<file path="src/rtl/erase_sched_pkg.sv">
package erase_sched_pkg;
  localparam int ADDR_W  = 20;
  localparam int NUM_BLK = 19;
  localparam int IDX_W   = $clog2(NUM_BLK);

  typedef enum logic [2:0] {
    ST_IDLE, ST_WINDOW, ST_PRE, ST_ERS, ST_SUSP, ST_FAULT
  } schedState_t;

  typedef struct packed {
    logic loadOne;
    logic addOne;
    logic loadAll;
    logic clearCur;
    logic startWin;
    logic startLat;
  } schedStrobe_t;

  function automatic logic [IDX_W-1:0] blkIndex(input logic [ADDR_W-1:0] a, input bit topBoot);
    logic [3:0] hi;
    hi = a[ADDR_W-1 -: 4];
    if (topBoot) begin
      if (hi != 4'hF)  return IDX_W'(hi);
      else if (!a[15]) return IDX_W'(15);
      else if (a[14])  return IDX_W'(18);
      else if (a[13])  return IDX_W'(17);
      else             return IDX_W'(16);
    end else begin
      if (hi != 4'h0)  return IDX_W'(hi) + IDX_W'(3);
      else if (a[15])  return IDX_W'(3);
      else if (!a[14]) return IDX_W'(0);
      else if (a[13])  return IDX_W'(2);
      else             return IDX_W'(1);
    end
  endfunction
endpackage

</file>
<file path="src/rtl/erase_sched_dp.sv">
module erase_sched_dp
  import erase_sched_pkg::*;
#(
  parameter bit TOP_BOOT = 1'b1,
  parameter int WIN_CYC  = 16,
  parameter int SUSP_LAT = 4
) (
  input  logic                clk,
  input  logic                rstN,
  input  schedStrobe_t        stb,
  input  logic [ADDR_W-1:0]   blkAddr,
  output logic [NUM_BLK-1:0]  eraseMask,
  output logic [IDX_W-1:0]    curIdx,
  output logic                winDone,
  output logic                latDone,
  output logic                lastBlk
);
  localparam int WIN_W = $clog2(WIN_CYC + 1);
  localparam int LAT_W = $clog2(SUSP_LAT + 1);

  logic [IDX_W-1:0]   reqIdx;
  logic [NUM_BLK-1:0] reqBit, curBit;
  logic [WIN_W-1:0]   winCnt;
  logic [LAT_W-1:0]   latCnt;

  assign reqIdx = blkIndex(blkAddr, TOP_BOOT);
  assign reqBit = NUM_BLK'(1) << reqIdx;
  assign curBit = NUM_BLK'(1) << curIdx;

  always_comb begin
    curIdx = '0;
    for (int i = NUM_BLK - 1; i >= 0; i--)
      if (eraseMask[i]) curIdx = IDX_W'(i);
  end

  assign lastBlk = (eraseMask & ~curBit) == '0;
  assign winDone = winCnt == '0;
  assign latDone = latCnt == '0;

  always_ff @(posedge clk or negedge rstN) begin
    if (!rstN) begin
      eraseMask <= '0;
    end else if (stb.loadAll) begin
      eraseMask <= '1;
    end else if (stb.loadOne) begin
      eraseMask <= reqBit;
    end else if (stb.addOne) begin
      eraseMask <= eraseMask | reqBit;
    end else if (stb.clearCur) begin
      eraseMask <= eraseMask & ~curBit;
    end
  end

  always_ff @(posedge clk or negedge rstN) begin
    if (!rstN)             winCnt <= '0;
    else if (stb.startWin) winCnt <= WIN_W'(WIN_CYC - 1);
    else if (!winDone)     winCnt <= winCnt - 1'b1;
  end

  always_ff @(posedge clk or negedge rstN) begin
    if (!rstN)             latCnt <= '0;
    else if (stb.startLat) latCnt <= LAT_W'(SUSP_LAT - 1);
    else if (!latDone)     latCnt <= latCnt - 1'b1;
  end
endmodule

</file>
<file path="src/rtl/erase_sched_ctrl.sv">
module erase_sched_ctrl
  import erase_sched_pkg::*;
(
  input  logic         clk,
  input  logic         rstN,
  input  logic         blkEraseReq,
  input  logic         addBlkReq,
  input  logic         chipEraseReq,
  input  logic         suspendReq,
  input  logic         resumeReq,
  input  logic         abortReq,
  input  logic         preAck,
  input  logic         ersAck,
  input  logic         ackFail,
  input  logic         winDone,
  input  logic         latDone,
  input  logic         lastBlk,
  output schedStrobe_t stb,
  output logic         preReq,
  output logic         ersReq,
  output logic         busy,
  output logic         windowOpen,
  output logic         suspended,
  output logic         errFlag
);
  schedState_t state, nxt;
  logic chipMode, nChip, suspPend, nPend, ack;

  always_ff @(posedge clk or negedge rstN) begin
    if (!rstN) begin
      state    <= ST_IDLE;
      chipMode <= 1'b0;
      suspPend <= 1'b0;
    end else begin
      state    <= nxt;
      chipMode <= nChip;
      suspPend <= nPend;
    end
  end

  assign ack = (state == ST_PRE) ? preAck : ersAck;

  always_comb begin
    nxt   = state;
    stb   = '0;
    nChip = chipMode;
    nPend = suspPend;
    if (abortReq && state != ST_IDLE) begin
      nxt   = ST_IDLE;
      nPend = 1'b0;
    end else begin
      unique case (state)
        ST_IDLE: begin
          if (chipEraseReq) begin
            stb.loadAll = 1'b1;
            nChip       = 1'b1;
            nxt         = ST_PRE;
          end else if (blkEraseReq) begin
            stb.loadOne  = 1'b1;
            stb.startWin = 1'b1;
            nChip        = 1'b0;
            nxt          = ST_WINDOW;
          end
        end
        ST_WINDOW: begin
          if (suspendReq) begin
            nxt = ST_SUSP;
          end else if (blkEraseReq || addBlkReq) begin
            stb.addOne   = 1'b1;
            stb.startWin = 1'b1;
          end else if (winDone) begin
            nxt = ST_PRE;
          end
        end
        ST_PRE, ST_ERS: begin
          if (ack && ackFail) begin
            nxt = ST_FAULT;
          end else if (ack) begin
            if (state == ST_ERS) begin
              stb.clearCur = 1'b1;
              if (lastBlk)       nxt = ST_IDLE;
              else if (suspPend) nxt = ST_SUSP;
              else               nxt = ST_PRE;
            end else begin
              nxt = suspPend ? ST_SUSP : ST_ERS;
            end
          end else if (suspPend && latDone) begin
            nxt = ST_SUSP;
          end
          if (nxt == ST_SUSP || nxt == ST_IDLE || nxt == ST_FAULT) begin
            nPend = 1'b0;
          end else if (suspendReq && !chipMode && !suspPend) begin
            nPend        = 1'b1;
            stb.startLat = 1'b1;
          end
        end
        ST_SUSP: if (resumeReq) nxt = ST_PRE;
        ST_FAULT: nxt = ST_FAULT;
        default: nxt = ST_IDLE;
      endcase
    end
  end

  assign preReq     = state == ST_PRE;
  assign ersReq     = state == ST_ERS;
  assign windowOpen = state == ST_WINDOW;
  assign busy       = state inside {ST_WINDOW, ST_PRE, ST_ERS};
  assign suspended  = state == ST_SUSP;
  assign errFlag    = state == ST_FAULT;
endmodule

</file>
<file path="src/rtl/erase_sched.sv">
module erase_sched
  import erase_sched_pkg::*;
#(
  parameter bit TOP_BOOT = 1'b1,
  parameter int WIN_CYC  = 16,
  parameter int SUSP_LAT = 4
) (
  input  logic               clk,
  input  logic               rstN,
  input  logic               blkEraseReq,
  input  logic               addBlkReq,
  input  logic               chipEraseReq,
  input  logic               suspendReq,
  input  logic               resumeReq,
  input  logic               abortReq,
  input  logic [19:0]        blkAddr,
  input  logic               preAck,
  input  logic               ersAck,
  input  logic               ackFail,
  output logic               preReq,
  output logic               ersReq,
  output logic [4:0]         opBlk,
  output logic               busy,
  output logic               windowOpen,
  output logic [18:0]        eraseMask,
  output logic               suspended,
  output logic               errFlag
);
  schedStrobe_t stb;
  logic winDone, latDone, lastBlk;

  erase_sched_ctrl i_ctrl (
    .clk, .rstN, .blkEraseReq, .addBlkReq, .chipEraseReq, .suspendReq,
    .resumeReq, .abortReq, .preAck, .ersAck, .ackFail,
    .winDone, .latDone, .lastBlk, .stb,
    .preReq, .ersReq, .busy, .windowOpen, .suspended, .errFlag
  );

  erase_sched_dp #(.TOP_BOOT(TOP_BOOT), .WIN_CYC(WIN_CYC), .SUSP_LAT(SUSP_LAT)) i_dp (
    .clk, .rstN, .stb, .blkAddr, .eraseMask, .curIdx(opBlk),
    .winDone, .latDone, .lastBlk
  );
endmodule

</file>
<file path="config.mk">
export PLATFORM = sky130hd
export DESIGN_NAME = erase_sched
export DESIGN_NICKNAME = d
export VERILOG_FILES = /design/src/rtl/erase_sched_pkg.sv /design/src/rtl/erase_sched_dp.sv /design/src/rtl/erase_sched_ctrl.sv /design/src/rtl/erase_sched.sv
export SDC_FILE = /design/constraint.sdc
export NUM_CORES = 1
export LEC_CHECK = 0
export ABC_AREA = 0
export ABC_CLOCK_PERIOD_IN_PS = 3800
export BUFFER_PORTS_ARGS = -buffer_cell sky130_fd_sc_hd__buf_2
export CORE_ASPECT_RATIO = 1.5
export CORE_MARGIN = 1
export CORE_UTILIZATION = 45
export CTS_BUF_LIST = sky130_fd_sc_hd__clkbuf_8
export DETAILED_ROUTE_END_ITERATION = 7
export PLACE_DENSITY = 0.69
export SLEW_MARGIN = 20
export SYNTH_ARGS = -nofsm -noshare
export SYNTH_HDL_FRONTEND = slang
export SYNTH_HIERARCHICAL = 1
export SYNTH_SLANG_ARGS = --single-unit
</file>
<file path="constraint.sdc">
create_clock -name clk -period 3.8 [get_ports clk]
set_input_delay 0.38 -clock clk [delete_from_list [all_inputs] [get_ports clk]]
set_output_delay 0.38 -clock clk [all_outputs]
set_load 0.03 [all_outputs]
</file>
After elaboration in Yosys (flattened, before gate mapping)

Index checks and enable logic that the tools add are counted.

Equality and inequality tests: 14
Add/subtract/negate cells: 2
Multiplexer cells: 72
Bitwise gates (word level): 4
Shifts and indexed selects: 2
Reduce and logical (&&, ||, !) cells: 25

Operators by type and width:

| operator                                                               | number |
|---|---|
| 5-bit 2-to-1 mux                                                       | 24 |
| 19-bit 2-to-1 mux                                                      | 4 |
| 3-bit 2-to-1 mux                                                       | 18 |
| 1-bit by 5-bit << shifter with 19-bit output (first input constant)    | 2 |
| 1-bit 2-to-1 mux                                                       | 23 |
| 19-bit AND                                                             | 1 |
| 19-bit logical NOT                                                     | 1 |
| 19-bit inverter                                                        | 1 |
| 19-bit OR                                                              | 1 |
| 3-bit case mux with 5 select lines                                     | 1 |
| 3-bit equality test (second input constant)                            | 4 |
| 3-bit logical NOT                                                      | 3 |
| 3-bit nonzero test                                                     | 3 |
| 4-bit by 3-bit != test with 1-bit output (second input constant)       | 2 |
| 3-bit by 2-bit equality test with 1-bit output (second input constant) | 2 |
| 6-bit 2-to-1 mux                                                       | 1 |
| 1-bit logical AND                                                      | 5 |
| 5-bit logical NOT                                                      | 1 |
| 5-bit by 1-bit subtractor with 5-bit output (second input constant)    | 1 |
| 2-bit != test (second input constant)                                  | 2 |
| 4-bit by 2-bit != test with 1-bit output (second input constant)       | 1 |
| 4-bit != test (second input constant)                                  | 1 |
| 4-bit AND reduction                                                    | 1 |
| 2-bit nonzero test                                                     | 2 |
| other kinds (11)                                                       | 14 |

Register bits: 32
Output and inout port bits: 30

Logic depth before layout (Yosys ltp)

Gate-level depths: netlist of the first run.

Word-level depth: 39
Depth in mapped cells: 14
Depth with buffers taken out: 13

Modules after synthesis

The synthesis of the first run kept the hierarchy.

Modules (own cells, without submodules):

| module           | seq. area each (um^2) | times used | area each (um^2) | cells an instance |
|---|---|---|---|---|
| erase_sched_dp   | 675.6                 | 1          | 2014.4           | 248 |
| erase_sched_ctrl | 125.1                 | 1          | 569.3            | 78 |

Least setup slack after synthesis of the first run

Ideal clock, no wire load.

Path kind: reg2reg
From: register i_dp.eraseMask[14]
To: register i_dp.latCnt[1]
Slack: 0.837 ns
Required time: 3.676 ns
Arrival time: 2.839 ns
Path buffers: 1
Cell stages (with the launch flop): 14
Library setup time: 0.124 ns
Path through: dfrtp_1 -> or4_4 -> o221ai_2 -> a21o_4 -> inv_2 -> buf_6 -> o31ai_2 -> o2111ai_1 -> nor3_1 -> a211o_1 -> mux2i_1 -> a21oi_1 -> nor2_1 -> a211o_1

RTL lines:

| item                   | RTL line             | text |
|---|---|---|
| from (decl)            | erase_sched_dp.sv:12 | `output logic [NUM_BLK-1:0] eraseMask,` |
| from (signal assigned) | erase_sched_dp.sv:46 | `eraseMask <= reqBit;` |
| from (signal assigned) | erase_sched_dp.sv:48 | `eraseMask <= eraseMask \| reqBit;` |
| from (signal assigned) | erase_sched_dp.sv:50 | `eraseMask <= eraseMask & ~curBit;` |
| to (signal assigned)   | erase_sched_dp.sv:62 | `else if (stb.startLat) latCnt <= LAT_W'(SUSP_LAT - 1);` |
| to (signal assigned)   | erase_sched_dp.sv:63 | `else if (!latDone) latCnt <= latCnt - 1'b1;` |
| to (decl)              | erase_sched_dp.sv:24 | `logic [LAT_W-1:0] latCnt;` |

==> impl_results.md, run 1 <==
- Status: finished, final reports clean
- Vias post-DR: between 2000 and 3000
- Die area: between 6000 and 7000 um^2
- Post-CTS Hold Fix Bufs: 0
- Remaining DRCs: 0
- Synth Register Bits: 32
- First-pass DRT Iterations: 5
- Ys flop type: dfrtp_1
- Pwr dens: about 760 nW/um^2
- Post-CTS setup buffer count: 0
- Post-DP HPWL: 5.99 mm
- Clock Latency Late Sink: approximately 0.29 ns
- Reg clk slew, reported paths: 0.07 ns
- Worst path depth: 12
- Synth warn: 6
- Crit path kind: flop to flop
- Top cell by count, worst path: a211o_1
- Tightest Pin Transition: roughly 0.74 ns
- GRT Total Usage: 0.277
- Row count: 33
- Number of CTS-inserted buffers: 5
- Yosys top cell by area: dfrtp_1
- Worst-case reg-to-reg path depth: 12
- Antenna-violating nets left: 0
- Nature of the critical path startpoint: flop
- # IOs: 61
- Total number of clock tree sinks: 32
- Commonest cells after routing, fill and taps aside: buf_2 (47), nor2_1 (34), dfrtp_1 (32)
- Final core occ: 0.550
- Clock Skew: 0.00665 ns
- Unrepaired setup endpoints after global routing: false
- Cells after synthesis: between 300 and 400
- Fraction of registers with async set or reset after synthesis: 1.00
- Total negative slack: 0 ns
- Rel. slew slack: 0.503
- Htree depth: 2
- Fin. max-slew vios: 0
- Final WS setup: ~0.50 ns
- Buffers plus inverters on the worst setup path: 0
- Avg Vias per Cell: around 6.3
- TritonCTS clock tree: done
- Comb pwr share: 0.531
- Distinct cells, synth: 68
- Commonest non-fill, non-tap cell in the layout: buf_2
- Sequential share of power: 0.308
- Final Hold Fails: 0
- Worst min path class: primary input to async pin
- Crit-path slowest cell: dfrtp_1
- Synth Cell Area: approximately 2600 um^2
- Worst Setup EP: i_dp/latCnt[1]$_DFFE_PN0P_
- Critical path arrival: 3.48 ns
- Worst EP required: between 3 and 4 ns
- Seq/Total Area, Yosys: 0.310
- Dpl cells: roughly 440
- Final GP Congestion: 0.935
- Fmax: 303 MHz
- Maxcap violations: 0
- P_sw: 1.14 mW
- Sw Share: 0.500
- Final std cells w/o fill: about 450
- Crit end category: flop
- Ant. Diodes: 0
- Pint: between 1 and 1.5 mW
- Final period util: 0.870
- Final #Nets: 409
- Crit path from: i_dp/eraseMask[16]$_DFFE_PN0P_
- Crit Reg-Reg Startpoint: i_dp/eraseMask[16]$_DFFE_PN0P_
- Port Buffers: 47
- Total Wirelength: approximately 8 mm
- Max Root-Sink Buffers: 2
- Total gr overflow: 0
- Gates resized, CTS repair: 0
- Iteration-0 DRC Markers: 211
- VDD IR max: 0.378 mV
- Fin area: around 3000 um^2
- Area post-placement: roughly 2900 um^2
- Top cell type's share of synthesized area: 0.310
- Max incr delay on CP: around 0.46 ns
- Delay-heaviest family, CP: compound AO/OA/AOI/OAI gates
- Area grow syn2layout: 16.9%
- Worst Path Max Fanout: 7
- Mapped Nets: 361
- R2R Setup Slk: about 0.50 ns
- Starting density of the core: 0.470
- Width of the die: between 60 and 70 um
- Share of layout cells above drive strength 1: 0.213
- Initial antenna violation count: 0
- Mean post-synth cell area: approximately 7.9 um^2
- Most area-consuming cells after synthesis: dfrtp_1 (31%), a21oi_1 (6.0%), nor2_1 (4.9%)
- Drt wl/cell: between 15 and 20 um
- Die Span Y: 94.8 um
- R2R Path End: i_dp/latCnt[1]$_DFFE_PN0P_
- Number of synthesized flops with an enable pin: 0
- Vias in the first global route: between 2000 and 3000
- Final min period: about 3.3 ns
- Clk pwr share: 0.161
- Leak pwr: around 1.3 nW
- DP Worst Slack: about 0.56 ns
- First-pass GRT wire length: 12.7 mm
- Clock Tree Root: clkbuf_8
- Area of the core: 5490 um^2
- Largest net degree at the start of global routing: 33
- Setup-failing EPs final: 0
- Critical-path cell list: nand2b_1 -> a2111oi_0 -> o221a_2 -> o31ai_4 -> o31ai_1 -> o2111ai_1 -> nor3_1 -> a211o_1 -> mux2i_1 -> a21oi_1 -> nor2_1 -> a211o_1
[cells by family after synthesis]
kind of cell	after synthesis	synth area share
AO/OA/AOI/OAI	109	0.305
XOR/XNOR	2	0.00678
adder cells (fa/ha/maj)	5	0.0232
buffers and inverters	39	0.0629
flip-flops	32	0.310
multiplexers	3	0.0131
AND/OR/NAND/NOR	136	0.279
[area by class of cell]
class                      count  area [um^2]
timing repair buffer          54          288
inverter                      26         97.6
fill                         533         2470
clock buffer                   7         96.3
clock inverter                 1         30.0
multi-input combinational    255         1620
tap                           70         87.6
sequential                    32          801
[registers in the layout, summed over array words and instances (netlist names)]
| signal | cells |
|---|---|
| i_ctrl/chipMode | 1 |
| i_ctrl/state | 3 |
| i_ctrl/suspPend | 1 |
| i_dp/eraseMask | 19 |
| i_dp/latCnt | 3 |
| i_dp/winCnt | 5 |
[routing by layer]
layer	vias to the layer above	track usage	part of all wire
li1	1306	-	-
met4	0	0.193	0.050
met2	141	0.478	0.51
met3	34	0.0350	0.057
met5	-	0	0
met1	1314	0.313	0.38
[cell usage after synthesis, drive strengths merged (3+ instances only)]
master	instances
a211o	5
a21o	3
a21oi	31
a221o	4
a22oi	3
a31oi	3
buf	4
clkbuf	9
dfrtp	32
ha	4
inv	25
mux2i	3
nand2	31
nand2b	12
nand3	4
nor2	34
nor2b	6
nor3	15
nor3b	3
nor4	7
o21ai	19
o22ai	4
o2bb2ai	3
o31ai	8
o32ai	4
or2	4
or3	8
[how the worst min path moves through the flow]
stage                                     from                          end  cells past startpoint
floorplan                                 rstN  i_ctrl/chipMode$_DFFE_PN0P_                      0
global placement    i_dp/latCnt[1]$_DFFE_PN0P_   i_dp/latCnt[1]$_DFFE_PN0P_                      1
detailed placement  i_dp/latCnt[1]$_DFFE_PN0P_   i_dp/latCnt[1]$_DFFE_PN0P_                      1
CTS                                       rstN   i_dp/winCnt[4]$_DFFE_PN0P_                      1
global route                              rstN   i_dp/winCnt[2]$_DFFE_PN0P_                      1
finish                                    rstN   i_dp/winCnt[4]$_DFFE_PN0P_                      1
[metrics by stage]
step / total power, mW / hold slack, ns
2_1_floorplan: 1.56 / 0.0844
3_3_place_gp: 1.88 / 0.469
3_5_place_dp: 1.90 / 0.480
4_1_cts: 2.28 / 0.171
5_1_grt: 2.43 / 0.204
6_report: 2.29 / 0.143
[power by group through the flow]
stage          clock network (mW)  logic [mW]  registers, mW
3_3_place_gp                    0        1.18          0.702
6_report                    0.369        1.21          0.704
3_5_place_dp                    0        1.20          0.707
2_1_floorplan                   0       0.771          0.789
5_1_grt                     0.387        1.31          0.726
4_1_cts                     0.376        1.21          0.701
Note: power is estimated with default switching activity, not from simulation.
==> run 2: changes to the inputs <==
- ABC_AREA: 0 -> unset
- HOLD_SLACK_MARGIN: unset -> 0.08
- SETUP_SLACK_MARGIN: unset -> 0.5
==> run 2 against run 1 <==
Global-route usage unchanged; utilization increased by 1.6 points; register-to-register slack improved by 0.21 ns; count of clock-buffer cells in the layout unchanged; via count increased by 0.68%; critical path depth increased by 1; power increased by 2.3%; clock power about the same.
==> impl_results.md, run 2 (synthesized netlist as in run 1, its figures left out) <==
- Unrepaired setup endpoints after global routing: false
- Met1 WL: 3.09 mm (about the same)
- Fin. max-slew vios: 0 (unchanged)
- Critical path arrival: 3.32 ns (-0.16 ns)
- Post-CTS Hold Fix Bufs: 0 (unchanged)
- Worst Path Max Fanout: 6 (-1)
- Final #Nets: 412 (+0.73%)
- Worst min path class: primary input to async pin
- Sequential share of power: 0.309 (about the same)
- Crit path kind: flop to flop
- Routed met2 length: 4.11 mm (+0.54%)
- Row count: 33 (unchanged)
- Fmax: 323 MHz (+6.8%)
- Nature of the critical path startpoint: flop
- Pint: 1.17 mW (+2.2%)
- Worst EP required: 4.03 ns (+0.06 ns)
- TritonCTS clock tree: done
- P_sw: 1.17 mW (+2.4%)
- Avg Vias per Cell: 6.28 (about the same)
- Post-DP HPWL: 5.99 mm (unchanged)
- Area of the core: 5490 um^2 (unchanged)
- # IOs: 61 (unchanged)
- Ant. Diodes: 0 (unchanged)
- Antenna-violating nets left: 0 (unchanged)
- Final Hold Fails: 0 (unchanged)
- Htree depth: 2 (unchanged)
- Rel. slew slack: 0.508 (+0.00474)
- Clock Tree Root: clkbuf_8
- Biggest regs: i_dp/eraseMask x19, i_dp/winCnt x5
- Commonest cells after routing, fill and taps aside: buf_2 (47), nor2_1 (34), nand2_1 (31), a21oi_1 (31), dfrtp_1 (29)
- Area grow syn2layout: 20.3%
- First-pass DRT Iterations: 5 (unchanged)
- Leak pwr: 1.32 nW (+2.4%)
- Remaining DRCs: 0 (unchanged)
- Max Used Layer: met4
- Drt wl/cell: 18.1 um (about the same)
- Share of layout cells above drive strength 1: 0.246 (+0.0327)
- Final GP Congestion: 0.935 (unchanged)
- Vias in the first global route: 2590 (unchanged)
- Routed wl met3: 434 um (-5.4%)
- Die Span Y: 94.8 um (unchanged)
- Vias post-DR: 2814 (+0.68%)
- VDD IR max: 0.381 mV (+0.88%)
- Largest net degree at the start of global routing: 33 (unchanged)
- Sw Share: 0.501 (about the same)
- Final period util: 0.815 (-0.0550)
- Pwr dens: 752 nW/um^2 (-0.65%)
- Number of flip-flops in the largest register: 19 (unchanged)
- Die area: 6050 um^2 (unchanged)
- First-pass GRT wire length: 12.7 mm (unchanged)
- Final min period: 3.10 ns (-0.209 ns)
- Maxcap violations: 0 (unchanged)
- Comb pwr share: 0.534 (+0.003)
- Total gr overflow: 0 (unchanged)
- Clock Skew: 0.00590 ns (-0.000754 ns)
- Starting density of the core: 0.470 (unchanged)
- Iteration-0 DRC Markers: 280 (+33%)
- Total Wirelength: 8.10 mm (+0.77%)
- Port Buffers: 47 (unchanged)
- Status: finished, final reports clean
- Max Root-Sink Buffers: 2 (unchanged)
- Number of CTS-inserted buffers: 5 (unchanged)
- Crit end category: flop
- Commonest non-fill, non-tap cell in the layout: buf_2
- Clock Latency Late Sink: 0.29 ns (about the same)
- Clk pwr share: 0.157 (-0.004)
- Total negative slack: 0 ns (unchanged)
- Width of the die: 63.9 um (unchanged)
- Reg clk slew, reported paths: 0.07 ns (about the same)
- Setup-failing EPs final: 0 (unchanged)
- GRT Total Usage: 0.277 (unchanged)
- Largest register by flop count: i_dp/eraseMask
- Initial antenna violation count: 0 (unchanged)
- Total number of clock tree sinks: 32 (unchanged)
- Final Total Pwr: 2.34 mW (+2.3%)
- Tightest Pin Transition: 0.738 ns (-0.00437 ns)
[run 2: stage by stage]
step	setup WS, ns	instance area (um^2)	hold WS, ns	std cells	util
floorplan	0.837	2580	0.0844	326	-
global placement	0.589	2890	0.469	437	0.527
detailed placement	0.561	2890	0.480	437	0.527
CTS	0.512	3020	0.171	445	0.550
global route	0.510	3110	0.204	448	0.566
finish	0.705	3110	0.140	448	0.566
[run 2: layout make-up]
cell class                      count  area [um^2]
Fill cell                         520         2380
Multi-Input combinational cell    255         1680
Clock inverter                      1         30.0
Timing Repair Buffer               57          310
Sequential cell                    32          805
Tap cell                           70         87.6
Clock buffer                        7         96.3
Inverter                           26         97.6
[run 2: final timing paths]
kind                       slack, ns                           start  cells past startpoint                             end
max                             0.70  i_dp/eraseMask[16]$_DFFE_PN0P_                     13      i_dp/latCnt[0]$_DFFE_PN0P_
min                             0.14                            rstN                      1      i_dp/winCnt[4]$_DFFE_PN0P_
max reg2reg                     0.70  i_dp/eraseMask[16]$_DFFE_PN0P_                     13      i_dp/latCnt[0]$_DFFE_PN0P_
min reg2reg                     0.49      i_dp/latCnt[1]$_DFFE_PN0P_                      1      i_dp/latCnt[1]$_DFFE_PN0P_
max in group asynchronous       3.13                            rstN                      1  i_dp/eraseMask[14]$_DFFE_PN0P_
min in group clk                0.39                     blkAddr[18]                      2   i_dp/eraseMask[0]$_DFFE_PN0P_
[run 2: routing by layer]
metal | GRT usage | vias to the layer above
met3 | 0.0350 | 44
met5 | 0 | -
met1 | 0.313 | 1330
met4 | 0.193 | 0
met2 | 0.478 | 131
li1 | - | 1309
[run 2: power groups by stage]
stage / Combinational (mW) / Sequential (mW) / Clock (mW)
CTS: 1.21 / 0.701 / 0.376
global placement: 1.18 / 0.702 / 0
finish: 1.25 / 0.722 / 0.367
global route: 1.35 / 0.743 / 0.387
floorplan: 0.771 / 0.789 / 0
detailed placement: 1.20 / 0.707 / 0
[run 2: worst max-delay path: stages (launching register included)]
cell       delay (ns)
dfrtp_2          0.46
nand2b_1         0.17
a2111oi_1        0.42
o221a_2          0.38
o31ai_4          0.14
inv_2            0.15
nor3_2           0.07
o2111ai_1        0.28
nor3_2           0.08
a211o_1          0.27
mux2i_2          0.22
a21oi_1          0.06
nor2_1           0.17
nand2b_1         0.13
[run 2: repair_timing]
| action | in CTS | in global routing |
|---|---|---|
| endpoints found under the setup margin | 0 | 5 |
| resized for setup | 0 | 14 |
| buffers inserted | 0 | 3 |
==> run 3: changes to the inputs <==
- ABC_CLOCK_PERIOD_IN_PS: 3800 -> 2790
- PLACE_DENSITY: 0.69 -> 0.71
- clock period: 3.8 -> 2.79 ns (I/O delays scaled with it)
==> run 3 against run 2 <==
The flow now finishes with violations (setup timing); wire length up 21%; global-route usage rose by 3.7 points; utilization is 14 points higher; critical path type unchanged; largest cell class unchanged.
==> impl_results.md, run 3 (synthesized netlist as in run 1, its figures left out) <==
- Status: finished with violations
- Failing checks: setup timing
- Pint: 1.93 mW (+65%)
- Maxcap violations: 0 (unchanged)
- Worst min path class: primary input to flop
- Sw Share: 0.490 (-0.0110)
- Clock Tree Root: clkbuf_8
- Worst Path Max Fanout: 4 (-2)
- Total gr overflow: 0 (unchanged)
- Commonest non-fill, non-tap cell in the layout: buf_4
- Worst-case reg-to-reg path depth: 14 (+1)
- Area of the core: 5490 um^2 (unchanged)
- WHS: 0.288 ns (+0.148 ns)
- Ant. Diodes: 0 (unchanged)
- Vias post-DR: 3179 (+13%)
- Number of flip-flops in the largest register: 19 (unchanged)
- Hold Path Depth: 2
- First-pass GRT wire length: 14.3 mm (+13%)
- Commonest cells after routing, fill and taps aside: buf_4 (65), buf_2 (46), a21oi_1 (30)
- Area post-placement: 3360 um^2 (+16%)
- Register Area: 821 um^2 (+2.0%)
- Dpl cells: 485 (+11%)
- Clock Skew: 0.00629 ns (+0.000390 ns)
- Clk pwr share: 0.118 (-0.039)
- Area grow syn2layout: 49.1%
- Final min period: 2.99 ns (-0.105 ns)
- Largest register by flop count: i_dp/eraseMask
- Reg clk slew, reported paths: 0.07 ns (about the same)
- Final GP Congestion: 0.932 (-0.32%)
- Iteration-0 DRC Markers: 246 (-12%)
- Sequential share of power: 0.246 (-0.063)
- Number of CTS-inserted buffers: 5 (unchanged)
- Setup-failing EPs final: 5 (+5)
- Critical path arrival: 3.16 ns (-0.16 ns)
- Total Wirelength: 9.80 mm (+21%)
- Row count: 33 (unchanged)
- Final period util: 1.07 (+0.257)
- Total number of clock tree sinks: 32 (unchanged)
- Crit path kind: flop to flop
- Nature of the critical path startpoint: flop
- Area of the multi-input gates: 1890 um^2 (+12%)
- Tightest Pin Transition: 0.766 ns (+0.0278 ns)
- Htree depth: 2 (unchanged)
- Comb pwr share: 0.636 (+0.102)
- Drt wl/cell: 19.1 um (+5.8%)
- Largest net degree at the start of global routing: 33 (unchanged)
- # IOs: 61 (unchanged)
- Max Root-Sink Buffers: 2 (unchanged)
- Hold Crit Endpoint: i_dp/eraseMask[0]$_DFFE_PN0P_
- P_sw: 1.85 mW (+58%)
- Starting density of the core: 0.470 (unchanged)
- Rel. slew slack: 0.489 (-0.0186)
- Critical-path cell list: buf_4 -> nor2_4 -> o221ai_4 -> a21o_4 -> buf_4 -> o31a_1 -> nor3_2 -> nand4_1 -> nor3_2 -> a211o_1 -> mux2i_1 -> a21oi_1 -> nor2_2 -> a211o_1
- Die area: 6050 um^2 (unchanged)
- TritonCTS clock tree: done
- Final WS setup: -0.200 ns (-0.905 ns)
- Final Hold Fails: 0 (unchanged)
- Clock Latency Late Sink: 0.29 ns (about the same)
- Initial antenna violation count: 0 (unchanged)
- GRT Total Usage: 0.314 (+0.0373)
- Final Total Pwr: 3.79 mW (+62%)
- Die Span Y: 94.8 um (unchanged)
- # fillers: 434 (-17%)
- Port Buffers: 47 (unchanged)
- Avg Vias per Cell: 6.21 (-1.2%)
- Unrepaired setup endpoints after global routing: true
- Fin area: 3850 um^2 (+24%)
- First-pass DRT Iterations: 5 (unchanged)
- Vias in the first global route: 3079 (+19%)
- Worst EP required: 2.96 ns (-1.07 ns)
- Final #Nets: 476 (+16%)
- Remaining DRCs: 0 (unchanged)
- Width of the die: 63.9 um (unchanged)
- Final std cells w/o fill: 512 (+14%)
- Crit end category: flop
- Crit Reg-Reg Startpoint: i_dp/eraseMask[12]$_DFFE_PN0P_
- Max incr delay on CP: 0.47 ns (about the same)
- Fmax: 334 MHz (+3.5%)
- Crit-path slowest cell: dfrtp_2
- Post-DP HPWL: 6.91 mm (+15%)
- Biggest regs: i_dp/eraseMask x19, i_dp/winCnt x5
- R2R Setup Slk: -0.20 ns (-0.90 ns)
- Leak pwr: 1.70 nW (+29%)
- Share of layout cells above drive strength 1: 0.446 (+0.200)
- Pwr dens: 983 nW/um^2 (+31%)
- R2R Path End: i_dp/latCnt[1]$_DFFE_PN0P_
- VDD IR max: 0.535 mV (+40%)
- Worst Min Path Start: blkAddr[18]
- Antenna-violating nets left: 0 (unchanged)
- Fin. max-slew vios: 0 (unchanged)
[run 3: changes by cell type in the layout (fill, tap and decap cells not counted), moves of 4 or more]
cell / change
buf_4: +55
buf_6: +8
dfrtp_1: -13
dfrtp_2: +13
nand2_1: -4
nand2_2: +4
nor2_1: -8
nor2_2: +4
nor2_4: +4
[run 3: power by group through the flow]
stage	Combinational, mW	Clock [mW]	Sequential, mW
after global placement	2.04	0	0.915
after detailed placement	2.08	0	0.921
after floorplan	1.10	0	1.13
after CTS	2.23	0.452	0.909
after global routing	2.55	0.475	0.951
final	2.41	0.447	0.931
[run 3: through the flow]
stage | utilization | setup TNS (ns) | setup WS, ns
final | 0.702 | -0.634 | -0.200
after detailed placement | 0.613 | -0.727 | -0.177
after CTS | 0.663 | -0.416 | -0.115
after global routing | 0.702 | -1.24 | -0.332
after global placement | 0.613 | -0.369 | -0.0982
after floorplan | - | -0.0333 | -0.0333
[run 3: worst max-delay path: cells and delay by family (launching register included)]
kind	cells	cell delay, ns
AOI/OAI and AO/OA	6	1.26
buffers and inverters	2	0.31
DFF	1	0.47
muxes	1	0.07
and+or+nand+nor	5	0.75
[run 3: repair_timing]
item | CTS | global route
cloned | 0 | 0
buffers inserted | 8 | 10
resized for setup | 17 | 31
setup endpoints to repair | 16 | 24
pin swaps | 14 | 17
endpoints found under the hold margin | 29 | 0
hold buffers | 1 | 0
[run 3: worst max path at each step]
stage | startpoint | end | slack [ns] | cells past startpoint
floorplan | i_dp/eraseMask[14]$_DFFE_PN0P_ | i_dp/latCnt[1]$_DFFE_PN0P_ | -0.03 | 13
global placement | i_dp/eraseMask[15]$_DFFE_PN0P_ | i_ctrl/suspPend$_DFFE_PN0P_ | -0.1 | 12
detailed placement | i_dp/eraseMask[16]$_DFFE_PN0P_ | i_dp/latCnt[1]$_DFFE_PN0P_ | -0.18 | 12
CTS | i_dp/eraseMask[11]$_DFFE_PN0P_ | i_dp/latCnt[1]$_DFFE_PN0P_ | -0.12 | 13
global route | i_dp/eraseMask[16]$_DFFE_PN0P_ | i_dp/latCnt[1]$_DFFE_PN0P_ | -0.33 | 14
finish | i_dp/eraseMask[12]$_DFFE_PN0P_ | i_dp/latCnt[1]$_DFFE_PN0P_ | -0.20 | 14
[run 3: layout make-up]
type / instances / area share
well taps: 70 / 0.0227
repair buffers: 121 / 0.218
clock inverters: 3 / 0.0101
multi-input cells: 255 / 0.491
clock buffers: 5 / 0.0179
inverters: 26 / 0.0273
flip-flops and latches: 32 / 0.213
[run 3: metal layers]
| metal | track usage | routed length [um] | vias to the layer above |
|---|---|---|---|
| met5 | 0 | 0 | - |
| met1 | 0.309 | 3440 | 1504 |
| met2 | 0.574 | 5020 | 176 |
| met3 | 0.0399 | 547 | 64 |
| met4 | 0.267 | 790 | 0 |
| li1 | - | - | 1435 |
